<file path="config.mk">
export PLATFORM = sky130hd
export DESIGN_NAME = fpq_sched
export DESIGN_NICKNAME = d
export VERILOG_FILES = /design/src/rtl/fpq_pkg.sv /design/src/rtl/fpq_class_dec.sv /design/src/rtl/fpq_issue_ctl.sv /design/src/rtl/fpq_stage_pipe.sv /design/src/rtl/fpq_sched.sv
export SDC_FILE = /design/constraint.sdc
export NUM_CORES = 1
export LEC_CHECK = 0
export ABC_AREA = 1
export BUFFER_PORTS_ARGS = -buffer_cell sky130_fd_sc_hd__buf_2
export CORE_MARGIN = 10
export CORE_UTILIZATION = 40
export CTS_CLUSTER_SIZE = 14
export DETAILED_ROUTE_END_ITERATION = 7
export GPL_TIMING_DRIVEN = 0
export PLACE_DENSITY = 0.61
export SKIP_LAST_GASP = 1
export SLEW_MARGIN = 20
export SYNTH_ARGS = -nofsm -noshare
export SYNTH_HDL_FRONTEND = slang
export SYNTH_SLANG_ARGS = --single-unit
</file>
<file path="constraint.sdc">
create_clock -name clk -period 4.7 [get_ports clk]
set_input_delay 1.175 -clock clk [delete_from_list [all_inputs] [get_ports clk]]
set_output_delay 1.175 -clock clk [all_outputs]
set_load 0.03 [all_outputs]
</file>
<file path="src/rtl/fpq_pkg.sv">
package fpq_pkg;

    // Stage from which a token's result is announced
    typedef enum logic [2:0] {
        AP_NONE = 3'd0,
        AP_E1   = 3'd1,
        AP_E2   = 3'd2,
        AP_E3   = 3'd3,
        AP_E4   = 3'd4
    } ann_pt_e;

    typedef enum logic {
        ISS_OPEN = 1'b0,
        ISS_PAIR = 1'b1
    } iss_state_e;

    typedef enum logic {
        E2_IDLE = 1'b0,
        E2_BUSY = 1'b1
    } e2_state_e;

    localparam logic [3:0] CL_ADD   = 4'd0;
    localparam logic [3:0] CL_MULS  = 4'd1;
    localparam logic [3:0] CL_MULD  = 4'd2;
    localparam logic [3:0] CL_MACS  = 4'd3;
    localparam logic [3:0] CL_MACD  = 4'd4;
    localparam logic [3:0] CL_DIVS  = 4'd5;
    localparam logic [3:0] CL_DIVD  = 4'd6;
    localparam logic [3:0] CL_FAST  = 4'd7;
    localparam logic [3:0] CL_MTS   = 4'd8;
    localparam logic [3:0] CL_MTD   = 4'd9;
    localparam logic [3:0] CL_MFS   = 4'd10;
    localparam logic [3:0] CL_MFD   = 4'd11;
    localparam logic [3:0] CL_LOAD  = 4'd12;
    localparam logic [3:0] CL_STORE = 4'd13;

endpackage

</file>
<file path="src/rtl/fpq_class_dec.sv">
module fpq_class_dec
    import fpq_pkg::*;
#(
    parameter int DIVS_HOLD = 14,
    parameter int DIVD_HOLD = 28,
    parameter int HOLD_W    = 5,
    parameter int DLY_W     = 6
) (
    input  logic [3:0]        cls,
    output logic [HOLD_W-1:0] hold,
    output ann_pt_e           ann_pt,
    output logic              dbl,
    output logic [DLY_W-1:0]  dly
);

    always_comb begin
        hold   = HOLD_W'(1);
        ann_pt = AP_E4;
        dbl    = 1'b0;
        case (cls)
            CL_MULD:  hold = HOLD_W'(2);
            CL_MACS:  hold = HOLD_W'(3);
            CL_MACD:  hold = HOLD_W'(4);
            CL_DIVS:  hold = HOLD_W'(DIVS_HOLD);
            CL_DIVD:  hold = HOLD_W'(DIVD_HOLD);
            CL_FAST:  ann_pt = AP_E2;
            CL_MTD:   dbl = 1'b1;
            CL_MFS:   ann_pt = AP_E2;
            CL_MFD: begin
                ann_pt = AP_E2;
                dbl    = 1'b1;
            end
            CL_LOAD:  ann_pt = AP_E3;
            CL_STORE: ann_pt = AP_E1;
            default:  ;
        endcase
    end

    // Cycles from acceptance to announcement
    always_comb begin
        unique case (ann_pt)
            AP_E1:   dly = DLY_W'(3);
            AP_E2:   dly = DLY_W'(4);
            AP_E3:   dly = DLY_W'(hold) + DLY_W'(4);
            default: dly = DLY_W'(hold) + DLY_W'(5);
        endcase
    end

endmodule

</file>
<file path="src/rtl/fpq_issue_ctl.sv">
module fpq_issue_ctl
    import fpq_pkg::*;
#(
    parameter int HOLD_W = 5,
    parameter int DLY_W  = 6,
    parameter int REM_W  = 5,
    parameter int SLOTS  = 34
) (
    input  logic              clk,
    input  logic              rst,
    input  logic              in_valid,
    input  logic [HOLD_W-1:0] hold,
    input  logic              dbl,
    input  logic [DLY_W-1:0]  dly,
    output logic              issue_ready,
    output logic              accept,
    output logic              shadow,
    output logic              ann_now
);

    iss_state_e        state_q, state_d;
    logic [REM_W-1:0]  e2_rem_q;
    logic [SLOTS-1:0]  slot_q;
    logic              e2_clear;
    logic              slot_free;

    // State register
    always_ff @(posedge clk) begin
        if (rst) state_q <= ISS_OPEN;
        else     state_q <= state_d;
    end

    always_comb begin
        state_d = state_q;
        unique case (state_q)
            ISS_OPEN: if (accept && dbl) state_d = ISS_PAIR;
            ISS_PAIR: state_d = ISS_OPEN;
        endcase
    end

    // Outputs
    always_comb begin
        e2_clear    = e2_rem_q < REM_W'(4);
        slot_free   = !slot_q[dly];
        issue_ready = (state_q == ISS_OPEN) && e2_clear && slot_free;
        accept      = in_valid && issue_ready;
        shadow      = (state_q == ISS_PAIR);
        ann_now     = slot_q[0];
    end

    // E2 reservation horizon and announcement slot map
    always_ff @(posedge clk) begin
        if (rst) begin
            e2_rem_q <= '0;
            slot_q   <= '0;
        end else begin
            if (accept)
                e2_rem_q <= REM_W'(hold) + REM_W'(2) + REM_W'(dbl);
            else if (e2_rem_q != '0)
                e2_rem_q <= e2_rem_q - REM_W'(1);
            slot_q <= (slot_q >> 1) |
                      (accept ? (SLOTS'(1) << (dly - DLY_W'(1))) : '0);
        end
    end

endmodule

</file>
<file path="src/rtl/fpq_stage_pipe.sv">
module fpq_stage_pipe
    import fpq_pkg::*;
#(
    parameter int TAG_W  = 5,
    parameter int HOLD_W = 5
) (
    input  logic              clk,
    input  logic              rst,
    input  logic              acc_vld,
    input  logic              shadow,
    input  logic [TAG_W-1:0]  acc_tag,
    input  logic [HOLD_W-1:0] acc_hold,
    input  ann_pt_e           acc_ap,
    output logic              res_valid,
    output logic [TAG_W-1:0]  res_tag
);

    localparam int FRONT = 3;   // queue, register read, E1

    logic              f_vld  [FRONT];
    logic [TAG_W-1:0]  f_tag  [FRONT];
    logic [HOLD_W-1:0] f_hold [FRONT];
    ann_pt_e           f_ap   [FRONT];

    e2_state_e         e2_st;
    logic [TAG_W-1:0]  e2_tag;
    logic [HOLD_W-1:0] e2_cnt;
    ann_pt_e           e2_ap;
    logic              e2_first;
    logic              e2_last;

    logic              e3_vld, e4_vld;
    logic [TAG_W-1:0]  e3_tag, e4_tag;
    ann_pt_e           e3_ap, e4_ap;

    logic [3:0]        hit;

    assign e2_last = (e2_st == E2_BUSY) && (e2_cnt <= HOLD_W'(1));

    // Queue, register read and E1 move every cycle
    genvar gi;
    generate
        for (gi = 0; gi < FRONT; gi++) begin : g_front
            always_ff @(posedge clk) begin
                if (rst) begin
                    f_vld[gi]  <= 1'b0;
                    f_tag[gi]  <= '0;
                    f_hold[gi] <= HOLD_W'(1);
                    f_ap[gi]   <= AP_NONE;
                end else if (gi == 0) begin
                    f_vld[gi]  <= acc_vld || shadow;
                    f_tag[gi]  <= shadow ? f_tag[0] : acc_tag;
                    f_hold[gi] <= shadow ? HOLD_W'(1) : acc_hold;
                    f_ap[gi]   <= shadow ? AP_NONE : acc_ap;
                end else begin
                    f_vld[gi]  <= f_vld[gi-1];
                    f_tag[gi]  <= f_tag[gi-1];
                    f_hold[gi] <= f_hold[gi-1];
                    f_ap[gi]   <= f_ap[gi-1];
                end
            end
        end
    endgenerate

    // E2 holder state register
    always_ff @(posedge clk) begin
        if (rst) begin
            e2_st    <= E2_IDLE;
            e2_tag   <= '0;
            e2_cnt   <= '0;
            e2_ap    <= AP_NONE;
            e2_first <= 1'b0;
        end else begin
            unique case (e2_st)
                E2_IDLE: begin
                    if (f_vld[FRONT-1]) begin
                        e2_st    <= E2_BUSY;
                        e2_tag   <= f_tag[FRONT-1];
                        e2_cnt   <= f_hold[FRONT-1];
                        e2_ap    <= f_ap[FRONT-1];
                        e2_first <= 1'b1;
                    end
                end
                E2_BUSY: begin
                    if (!e2_last) begin
                        e2_cnt   <= e2_cnt - HOLD_W'(1);
                        e2_first <= 1'b0;
                    end else if (f_vld[FRONT-1]) begin
                        e2_tag   <= f_tag[FRONT-1];
                        e2_cnt   <= f_hold[FRONT-1];
                        e2_ap    <= f_ap[FRONT-1];
                        e2_first <= 1'b1;
                    end else begin
                        e2_st    <= E2_IDLE;
                        e2_first <= 1'b0;
                    end
                end
            endcase
        end
    end

    // E3 and E4
    always_ff @(posedge clk) begin
        if (rst) begin
            e3_vld <= 1'b0;
            e4_vld <= 1'b0;
            e3_tag <= '0;
            e4_tag <= '0;
            e3_ap  <= AP_NONE;
            e4_ap  <= AP_NONE;
        end else begin
            e3_vld <= e2_last;
            e3_tag <= e2_tag;
            e3_ap  <= e2_ap;
            e4_vld <= e3_vld;
            e4_tag <= e3_tag;
            e4_ap  <= e3_ap;
        end
    end

    // Announcement outputs
    always_comb begin
        hit[0] = f_vld[FRONT-1] && (f_ap[FRONT-1] == AP_E1);
        hit[1] = (e2_st == E2_BUSY) && e2_first && (e2_ap == AP_E2);
        hit[2] = e3_vld && (e3_ap == AP_E3);
        hit[3] = e4_vld && (e4_ap == AP_E4);
        res_valid = |hit;
        if (hit[0])      res_tag = f_tag[FRONT-1];
        else if (hit[1]) res_tag = e2_tag;
        else if (hit[2]) res_tag = e3_tag;
        else             res_tag = e4_tag;
    end

    // a token leaving E1 never finds E2 with cycles still to run
    assert_e2_free_on_entry_R5: assert property (@(posedge clk) disable iff (rst)
        f_vld[FRONT-1] |-> !((e2_st == E2_BUSY) && !e2_last));

    // at most one stage announces per cycle
    assert_one_announce_R7: assert property (@(posedge clk) disable iff (rst)
        $onehot0(hit));

    // a token that still has cycles left stays in E2 unchanged
    assert_e2_hold_R3: assert property (@(posedge clk) disable iff (rst)
        ((e2_st == E2_BUSY) && !e2_last) |=> ((e2_st == E2_BUSY) && $stable(e2_tag)));

endmodule

</file>
<file path="src/rtl/fpq_sched.sv">
module fpq_sched
    import fpq_pkg::*;
#(
    parameter int TAG_W     = 5,
    parameter int DIVS_HOLD = 14,
    parameter int DIVD_HOLD = 28
) (
    input  logic             clk,
    input  logic             rst,
    input  logic             in_valid,
    input  logic [3:0]       in_class,
    input  logic [TAG_W-1:0] in_tag,
    output logic             issue_ready,
    output logic             res_valid,
    output logic [TAG_W-1:0] res_tag
);

    localparam int HOLD_W = $clog2(DIVD_HOLD + 1);
    localparam int SLOTS  = DIVD_HOLD + 6;
    localparam int DLY_W  = $clog2(SLOTS);
    localparam int REM_W  = $clog2(DIVD_HOLD + 4);

    logic [HOLD_W-1:0] cls_hold;
    ann_pt_e           cls_ap;
    logic              cls_dbl;
    logic [DLY_W-1:0]  cls_dly;
    logic              accept;
    logic              shadow;
    logic              ann_now;

    fpq_class_dec #(
        .DIVS_HOLD (DIVS_HOLD),
        .DIVD_HOLD (DIVD_HOLD),
        .HOLD_W    (HOLD_W),
        .DLY_W     (DLY_W)
    ) u_dec (
        .cls    (in_class),
        .hold   (cls_hold),
        .ann_pt (cls_ap),
        .dbl    (cls_dbl),
        .dly    (cls_dly)
    );

    fpq_issue_ctl #(
        .HOLD_W (HOLD_W),
        .DLY_W  (DLY_W),
        .REM_W  (REM_W),
        .SLOTS  (SLOTS)
    ) u_ctl (
        .clk         (clk),
        .rst         (rst),
        .in_valid    (in_valid),
        .hold        (cls_hold),
        .dbl         (cls_dbl),
        .dly         (cls_dly),
        .issue_ready (issue_ready),
        .accept      (accept),
        .shadow      (shadow),
        .ann_now     (ann_now)
    );

    fpq_stage_pipe #(
        .TAG_W  (TAG_W),
        .HOLD_W (HOLD_W)
    ) u_pipe (
        .clk       (clk),
        .rst       (rst),
        .acc_vld   (accept),
        .shadow    (shadow),
        .acc_tag   (in_tag),
        .acc_hold  (cls_hold),
        .acc_ap    (cls_ap),
        .res_valid (res_valid),
        .res_tag   (res_tag)
    );

    // the stage pipe announces exactly when the slot map predicted
    assert_res_matches_slot_R4: assert property (@(posedge clk) disable iff (rst)
        res_valid == ann_now);

    // the first cycle after reset is quiet and open
    assert_quiet_after_reset_R1: assert property (@(posedge clk)
        $fell(rst) |-> (!res_valid && issue_ready));

endmodule

</file>
After elaboration in Yosys (flattened, before gate mapping)

Memories as Yosys holds them, arrays and structs flattened.
Cells that the tools add are included.

Register bits after elaboration: 73
Bits in writable memories: 42
Bits of input ports: 12
Logic and storage cells: 128
Memories kept: 4

$add $sub $neg: 7
Order comparisons: 3
Equality and inequality tests: 20
Shift-type cells: 1
Mux-type cells: 47
Bitwise operators: 15
Reductions and logical operators: 17

Memory list:

| memory        | depth | width | rd ports | clocked after Yosys merged registers in | wr ports | line                 | RTL |
|---|---|---|---|---|---|---|---|
| u_pipe.f_hold | 3     | 5     | 3        | 0                                       | 3        | fpq_stage_pipe.sv:22 | `logic [HOLD_W-1:0] f_hold [FRONT];` |
| u_pipe.f_tag  | 3     | 5     | 3        | 0                                       | 3        | fpq_stage_pipe.sv:21 | `logic [TAG_W-1:0] f_tag [FRONT];` |
| u_pipe.f_ap   | 3     | 3     | 3        | 0                                       | 3        | fpq_stage_pipe.sv:23 | `ann_pt_e f_ap [FRONT];` |
| u_pipe.f_vld  | 3     | 1     | 3        | 0                                       | 3        | fpq_stage_pipe.sv:20 | `logic f_vld [FRONT];` |

Operators by type and width:

| kind                                                                  | count |
|---|---|
| 5-bit 2-to-1 mux                                                      | 17 |
| 34-bit 2-to-1 mux                                                     | 1 |
| 33-bit by 34-bit bitwise OR with 34-bit output                        | 1 |
| 1-bit by 6-bit << shifter with 34-bit output (first input constant)   | 1 |
| 5-bit case mux with 5 select lines                                    | 1 |
| 4-bit == test (second input constant)                                 | 5 |
| 5-bit case mux with 2 select lines                                    | 2 |
| 3-bit 2-to-1 mux                                                      | 6 |
| 6-bit case mux with 3 select lines                                    | 1 |
| 4-bit by 3-bit == test with 1-bit output (second input constant)      | 4 |
| 1-bit 2-to-1 mux                                                      | 13 |
| 5-bit by 3-bit adder with 6-bit output (second input constant)        | 2 |
| 3-bit by 2-bit == test with 1-bit output (second input constant)      | 4 |
| 1-bit bitwise OR                                                      | 12 |
| 1-bit logical AND                                                     | 10 |
| 5-bit by 1-bit subtractor with 5-bit output (second input constant)   | 2 |
| 3-bit case mux with 3 select lines                                    | 1 |
| 4-bit by 2-bit == test with 1-bit output (second input constant)      | 2 |
| 6-bit by 7-bit < comparator with 1-bit output (second input constant) | 1 |
| 1-bit binary-select mux with 6-bit select                             | 1 |
| 3-bit by 1-bit == test with 1-bit output (second input constant)      | 2 |
| 1-bit case mux with 2 select lines                                    | 3 |
| 3-bit case mux with 2 select lines                                    | 1 |
| 6-bit by 1-bit subtractor with 6-bit output (second input constant)   | 1 |
| other kinds (15)                                                      | 16 |

Depth between registers and ports, before layout

Gate-level depths: netlist (run 1).

Depth in word-level cells: 13
Depth in mapped cells: 21
Depth with buffers taken out: 21

Cells and area by module

From an unflattened synthesis (run 1), not the netlist that was laid out.

Cell total of the unflattened synthesis: 717
Area total of the unflattened synthesis: 5181.2 um2

By module, submodules not included:

| module         | instances | cells each | area an instance (um2) | sequential area each (um2) |
|---|---|---|---|---|
| fpq_stage_pipe | 1         | 323        | 2688.8                 | 1501.4 |
| fpq_issue_ctl  | 1         | 352        | 2287.2                 | 800.8 |
| fpq_class_dec  | 1         | 42         | 205.2                  | 0.0 |

Worst setup path after synthesis (run 1)

OpenSTA, ideal clock, no wires.

Kind: input to output
From: input port in_class[2]
To: output port issue_ready
Arrival: 3.060 ns
Data required time: 3.525 ns
Setup slack: 0.465 ns
Cell stages on the path: 16
Path buffers: 1
Cell sequence: inv_1 -> nor2_4 -> nand3_4 -> inv_2 -> nor2_1 -> inv_1 -> ha_1 -> a21oi_1 -> nor2_1 -> nand2_1 -> nor2_1 -> nor2_1 -> nand3_2 -> nand2_1 -> nor2_4 -> buf_6

Elaborated cells between the ends (all ways): 23

RTL lines:

| item                                                                                                        | line                                     | RTL |
|---|---|---|
| from (decl)                                                                                                 | fpq_sched.sv:11                          | `input logic [3:0] in_class,` |
| 4-bit by 3-bit == test with 1-bit output / 4-bit by 2-bit == test with 1-bit output (equally long branches) | fpq_class_dec.sv:20                      | `case (cls)` |
| 5-bit case mux with 5 select lines *                                                                        | fpq_class_dec.sv:20                      |  |
| net cls_hold[3]                                                                                             | fpq_sched.sv:23                          | `logic [HOLD_W-1:0] cls_hold;` |
| 5-bit by 3-bit adder with 6-bit output, on equally long branches                                            | fpq_class_dec.sv:45, fpq_class_dec.sv:44 |  |
| 6-bit case mux with 3 select lines *                                                                        | fpq_class_dec.sv:41                      | `unique case (ann_pt)` |
| 1-bit binary-select mux with 6-bit select *                                                                 | fpq_issue_ctl.sv:44                      | `slot_free = !slot_q[dly];` |
| 1-bit 2-to-1 mux (implied by the code) *                                                                    | fpq_issue_ctl.sv:44                      |  |
| 1-bit zero test *                                                                                           | fpq_issue_ctl.sv:44                      |  |
| 1-bit logical AND *                                                                                         | fpq_issue_ctl.sv:45                      | `issue_ready = (state_q == ISS_OPEN) && e2_clear && slot_free;` |
| to (decl)                                                                                                   | fpq_sched.sv:13                          | `output logic issue_ready,` |

Mark *: on every way through the listed nets, which the timed path passes. The rest lies on a longest branch. The select of a mux whose other input is x is not followed.

Final worst setup path (run 1)

From: input port in_class[0]
To: output port issue_ready

The elaborated chain is that of the path after synthesis.

==> results of run 1 <==
area by class of cell:
cell class,instances,area share (%)
multi-input cells,464,36.9
flip-flops and latches,115,36.4
inverters,119,7.21
clock buffers,20,7.06
repair buffers,38,4.07
well taps,172,3.40
clock inverters,10,2.51
plain buffers,27,2.45
sequential cells by signal, indices dropped and copies added, names as in the netlist:
signal	count
u_pipe.e4_vld	1
u_ctl.shadow	1
u_pipe.e2_ap	3
u_pipe.e4_tag	5
u_pipe.e3_tag	5
u_pipe.e2_tag	5
u_pipe.e4_ap	3
u_pipe.e3_ap	3
u_pipe.e2_cnt	5
u_ctl.slot_q	34
u_pipe.e2_first	1
u_pipe.e3_vld	1
u_pipe.f_tag	15
u_pipe.f_hold	15
u_pipe.f_ap	9
u_pipe.f_vld	3
u_pipe.e2_st	1
u_ctl.e2_rem_q	5
stage by stage:
stage / TNS [ns] / util, % / setup WS (ns) / hold WS, ns
final: 0 / 50.4 / 0.137 / 0.397
after global routing: -0.00644 / 50.4 / -0.00644 / 0.414
after CTS: 0 / 48.8 / 0.00334 / 0.401
after detailed placement: -0.383 / 43.1 / -0.383 / 0.395
after global placement: -0.365 / 43.1 / -0.365 / 0.393
after floorplan: 0 / - / 0.465 / 0.388
power by group:
part	internal [W]	switching [W]	total, W	leakage, nW
Combinational	0.000220	0.000339	0.000559	1.43
Clock	0.000891	0.000437	0.00133	0.292
Sequential	0.00103	0.0000220	0.00105	0.934
Total	0.00214	0.000798	0.00293	2.66
placed cells by master (no fill, tap or decap), types with 2 or more instances in the layout:
master      Yosys  final
a211oi_1        2      2
a21oi_1        36     34
a21oi_2         2      2
a21oi_4         0      2
buf_2           1     15
buf_4           3     25
buf_6           5      7
bufinv_16       0      4
clkbuf_1       17     18
clkbuf_16       0     17
clkinv_2        0      3
clkinvlp_4      0      2
dfxtp_1       115    115
ha_1            9      7
inv_1         112    108
inv_2           5      7
inv_4           1      2
nand2_1       110    106
nand2_2         5      6
nand2_4         2      5
nand3_1        66     63
nand3_2         1      4
nand4_1         2      2
nor2_1        143    138
nor2_2          2      5
nor2_4          3      5
nor3_1         13     12
nor4_1          2      2
o211ai_1        3      3
o21ai_0        39     38
o21ai_1         4      5
or2_2           5      5
xnor2_1         3      3
xor2_1          4      4
worst max-delay path, delay by kind of cell:
kind	cells	cell delay, ns
AOI/OAI and AO/OA	2	0.33
adders and majority gates	1	0.29
buffers and inverters	6	0.75
and+or+nand+nor	8	0.83
per-layer routing:
metal	GRT usage, %	part of all wire [%]	up-vias
met5	0	0	-
met3	4.25	4.9	37
li1	-	-	2369
met4	6.65	2.5	0
met1	17.3	44	2109
met2	25.5	48	120
cell families (layout without fill, tap and decap cells):
kind of cell	Yosys count	count (layout)	share of synthesized area, %
fa+ha+maj	9	9	2.20
flops	115	115	45.0
other cells	1	1	0.0732
simple gates	357	357	30.2
buf+inv	146	214	11.7
compound gates	89	89	9.31
xor+xnor	8	8	1.51
worst min-delay path by stage:
stage	slack (ns)	startpoint	cells past startpoint	end
after floorplan	0.39	u_pipe.f_ap[0][0]	2	u_pipe.f_ap[1][0]
after global placement	0.39	u_pipe.f_vld[1]	2	u_pipe.f_vld[2]
final	0.40	u_pipe.f_hold[0][1]	2	u_pipe.f_hold[1][1]
after global routing	0.41	u_pipe.f_hold[1][1]	2	u_pipe.f_hold[2][1]
after CTS	0.40	u_pipe.f_hold[0][1]	2	u_pipe.f_hold[1][1]
after detailed placement	0.39	u_pipe.f_hold[0][3]	2	u_pipe.f_hold[1][3]
timing repair:
action,4_1_cts,5_1_grt
gates resized for setup,15,28
buffers inserted,7,14
endpoints found under the setup margin,1,1
pin swaps,5,11
==> results_dict.tcl, run 1 <==
set metrics [dict create \
    status "completed" \
    ctsHoldBuffers 0 \
    critPathMaxFanout 7 \
    cts_buffers 17 \
    drive_above_1_share_pct 16.0 \
    stdcell_area_um2 6330 \
    syn_inst 725 \
    fp.dieW_um 133 \
    worstPathCellList "buf_2, inv_4, nor3_4, buf_4, nor2_2, inv_1, ha_4, nand2_1, o211ai_1, nand2_1, a21oi_2, nand3_1, nand3_2, nand2_2, nor2_4, buf_6, buf_6" \
    totalPowerFinal_w 0.00293 \
    reg2reg_from "u_pipe.e2_cnt[1]" \
    cts_tree "yes" \
    final_cells 965 \
    gp_congestion 0.955 \
    route.detailed.drc 0 \
    grt_max_degree 17 \
    htree_levels 4 \
    slew_violations 0 \
    tightest_slew_ns 0.708 \
    arrival_ns 3.39 \
    start_util_pct 40.7 \
    maxCapViolations 0 \
    gr-total-overflow 0 \
    synthDistinctLibCells 39 \
    drt_iter0_markers 358 \
    clock_path_buffers 2 \
    fin_crit_ns 4.56 \
    dr.pass1.iters 6 \
    track_usage_pct 15.1 \
    yosysMostFrequentCell "nor2_1" \
    clk_latency_ns 0.41 \
    skew_ns 0.00957 \
    period_share_pct 97.1 \
    critPathSlowestCell "ha_4" \
    ff2ff_path_depth 10 \
    critical_path.max_stage_delay_ns 0.29 \
    worstSetupEndpoint "issue_ready" \
    yosys.area.top_type "dfxtp_1" \
    final_nets 803 \
    antennaDiodeCount 0 \
    cp-end-kind "primary output" \
    crit_path_start "in_class[0]" \
    viasPerCell 4.80 \
    antenna_found_initial 0 \
    fillers 1270 \
    dominantRegCellSynth "dfxtp_1" \
    yosys_warnings 0 \
    p_leak_nw 2.66 \
    io_buffer_count 17 \
    ios 19 \
    yosys-top-cells-count "nor2_1, dfxtp_1, inv_1" \
    syn-num-nets 746 \
    routed_wl_mm 13.0 \
    synthTopCellsByArea "dfxtp_1, nor2_1, inv_1, nand2_1, nand3_1" \
    finalHoldViolations 0 \
    hpwl_mm 9.07 \
    vias 4635 \
    drtAntennaViolNets 0 \
    ys_seq_area_share_pct 45.0 \
    grt_pass1_wl_mm 21.7 \
    grt_pass1_vias 4579 \
    r2r_slack_ns 2.56 \
    fp-row-count 41 \
    clkTransAtPathRegs_ns 0.05 \
    syn_to_final_growth_pct 23.6 \
    power.density_nw_per_um2 464 \
    die_area_um2 17700 \
    synth.cell_area_um2 5120 \
    ir_worst_vdd_uv 281 \
    place_area_um2 5420 \
    slew_headroom_pct 52.4 \
    cts_num_sinks 115 \
    coreArea_um2 12600 \
    clock.fmax_ghz 0.219 \
    async_reset_ff_share_pct 0 \
    chipHeight_um 133 \
    dp.cells 914 \
    multi_input_area_um2 2340 \
    avgSynthCellArea_um2 7.06 \
    setup_viol 0 \
    r2r-end "u_pipe.e2_cnt[3]" \
    min_path_type "reg -> reg" \
    root_buffer "clkbuf_16" \
    synth_edf_count 0 \
    ys_ff_latch 115 \
    seq_area_um2 2300 \
    synth_top_cell_area_share_pct 45.0 \
    wl_per_cell_um 13.4 \
    start_kind "primary input" \
    worstSetupPathType "in -> out" \
    critPathRequiredTime_ns 3.52 \
]
No activity file was read; power rests on OpenSTA's default activity.
==> inputs of run 2 (changes only) <==
==> constraint.sdc (replaced) <==
create_clock -name clk -period 4.7 [get_ports clk]
set_input_delay 0.705 -clock clk [delete_from_list [all_inputs] [get_ports clk]]
set_output_delay 0.705 -clock clk [all_outputs]
set_load 0.03 [all_outputs]
==> run 2 against run 1 <==
Worst hold slack improved by 0.00056 ns. First-iteration DRC count decreased by 9.2%. Die area unchanged. Clock power about the same. Routed wire length decreased by 4.0%. Cell area decreased by 4.8%. Register-to-register slack about the same. Via count decreased by 3.1%. Sequential share of layout area increased by 1.8 points. Maximum frequency increased by 9.2%. Critical path type unchanged. Largest cell class is now registers. Largest power group unchanged.
==> results_dict.tcl, run 2 (synthesis gave the netlist of run 1 again) <==
set metrics [dict create \
    post_cts_buffers 0 \
    clock.fmax_ghz 0.239 \
    drt_iter0_markers 325 \
    skew_ns 0.00813 \
    critPathSlowestCell "a21oi_1" \
    gr-total-overflow 0 \
    min_path_type "reg -> reg" \
    dr_wl_met2_mm 5.88 \
    hpwl_mm 9.07 \
    reg_top3 "u_ctl.slot_q x34, u_pipe.f_hold x15, u_pipe.f_tag x15" \
    tightest_slew_ns 0.975 \
    slew_headroom_pct 35.0 \
    syn_to_final_growth_pct 17.7 \
    clock_path_buffers 2 \
    rsz0062_at_grt "no" \
    drtAntennaViolNets 0 \
    fp-row-count 41 \
    route.detailed.drc 0 \
    cts_resized 0 \
    fin_setup_tns_ns 0 \
    clk_latency_ns 0.41 \
    route.met3.wl_um 553 \
    grt_pass1_wl_mm 21.3 \
    start_util_pct 40.7 \
    cp_top_family "simple AND/OR/NAND/NOR gates" \
    top_layer "met4" \
    io_buffer_count 17 \
    wl_met1_mm 5.70 \
    cts_tree "yes" \
    cts_num_sinks 115 \
    largest_reg_flops 34 \
    critPathMaxFanout 10 \
    dr.pass1.iters 4 \
    regMostFlops "u_ctl.slot_q" \
    start_kind "primary input" \
    critical_path.max_stage_delay_ns 0.75 \
    die_area_um2 17700 \
    maxCapViolations 0 \
    gp_congestion 0.955 \
    critPathRequiredTime_ns 3.99 \
    vias 4492 \
    finalHoldViolations 0 \
    antenna_found_initial 0 \
    status "completed" \
    wl_per_cell_um 13.2 \
    cts_buffers 17 \
    final_common_cell "nor2_1" \
    ios 19 \
    worstPathCellList "buf_2, inv_1, nor2_4, nand3_4, inv_2, nor2_1, inv_1, ha_1, a21oi_1, nand2_1, nand3_2, nand2_1, nor2_4, buf_6, buf_2" \
    fin_crit_ns 4.18 \
    p_leak_nw 2.53 \
    fillers 1295 \
    slew_violations 0 \
    arrival_ns 3.48 \
    ir_worst_vdd_uv 277 \
    cp-end-kind "primary output" \
    antennaDiodeCount 0 \
    coreArea_um2 12600 \
    track_usage_pct 14.8 \
    cp.buffers_inverters 6 \
    grt_max_degree 17 \
    final_nets 782 \
    chipHeight_um 133 \
    root_buffer "clkbuf_16" \
    fp.dieW_um 133 \
    grt_pass1_vias 4506 \
    worstSetupPathType "in -> out" \
    drive_above_1_share_pct 10.9 \
    clkTransAtPathRegs_ns 0.05 \
    setup_viol 0 \
    routed_wl_mm 12.4 \
    viasPerCell 4.76 \
    period_share_pct 88.9 \
    htree_levels 4 \
    ctsHoldBuffers 0 \
    totalPowerFinal_w 0.00284 \
    final_cell_mix "nor2_1, dfxtp_1, inv_1" \
    power.density_nw_per_um2 471 \
]
run 2: cell types whose count changed in the layout (fill, tap and decap cells not counted), sizes merged:
cell / change
buf: -21
run 2: worst min-delay path, stage by stage, from the launching register on:
cell,delay (ns)
dfxtp_1,0.29
inv_1,0.04
nor2_1,0.03
run 2: path summary, 6_finish.rpt:
kind,from,endpoint,slack [ns],depth (start not counted)
worst min-delay path,u_pipe.f_hold[0][1],u_pipe.f_hold[1][1],0.40,2
worst max-delay path,in_class[2],issue_ready,0.52,15
worst min register to register,u_pipe.f_hold[0][1],u_pipe.f_hold[1][1],0.40,2
worst max register to register,u_pipe.e2_cnt[1],u_pipe.e2_cnt[3],2.55,10
run 2: where the power goes:
group          internal [W]  switching (W)  total [W]  leakage (nW)
logic              0.000158       0.000311   0.000469          1.30
registers           0.00103      0.0000217    0.00105         0.934
clock network      0.000891       0.000433    0.00132         0.292
run 2: stage by stage:
stage	worst slack [ns]	instance area [um^2]	utilization [%]	std cells	hold WS (ns)
finish	0.519	6030	48.0	944	0.398
global route	0.279	6030	48.0	944	0.414
CTS	0.551	6030	48.0	944	0.401
detailed placement	0.557	5420	43.1	914	0.395
global placement	0.575	5420	43.1	914	0.393
floorplan	1.40	5120	-	725	0.388
run 2: area by class of cell:
| type | count | area, um^2 | area share [%] |
|---|---|---|---|
| buffer | 27 | 151 | 2.51 |
| clock buffer | 20 | 447 | 7.41 |
| clock inverter | 10 | 159 | 2.64 |
| inverter | 119 | 449 | 7.45 |
| multi-input combinational | 464 | 2220 | 36.8 |
| sequential | 115 | 2300 | 38.2 |
| tap | 172 | 215 | 3.57 |
| timing repair buffer | 17 | 85.1 | 1.41 |
run 2: routing by layer:
metal  global-route usage, %  up-vias
li1                        -     2329
met1                    17.2     2025
met2                    24.6      111
met3                    4.21       27
met4                    6.95        0
met5                       0        -
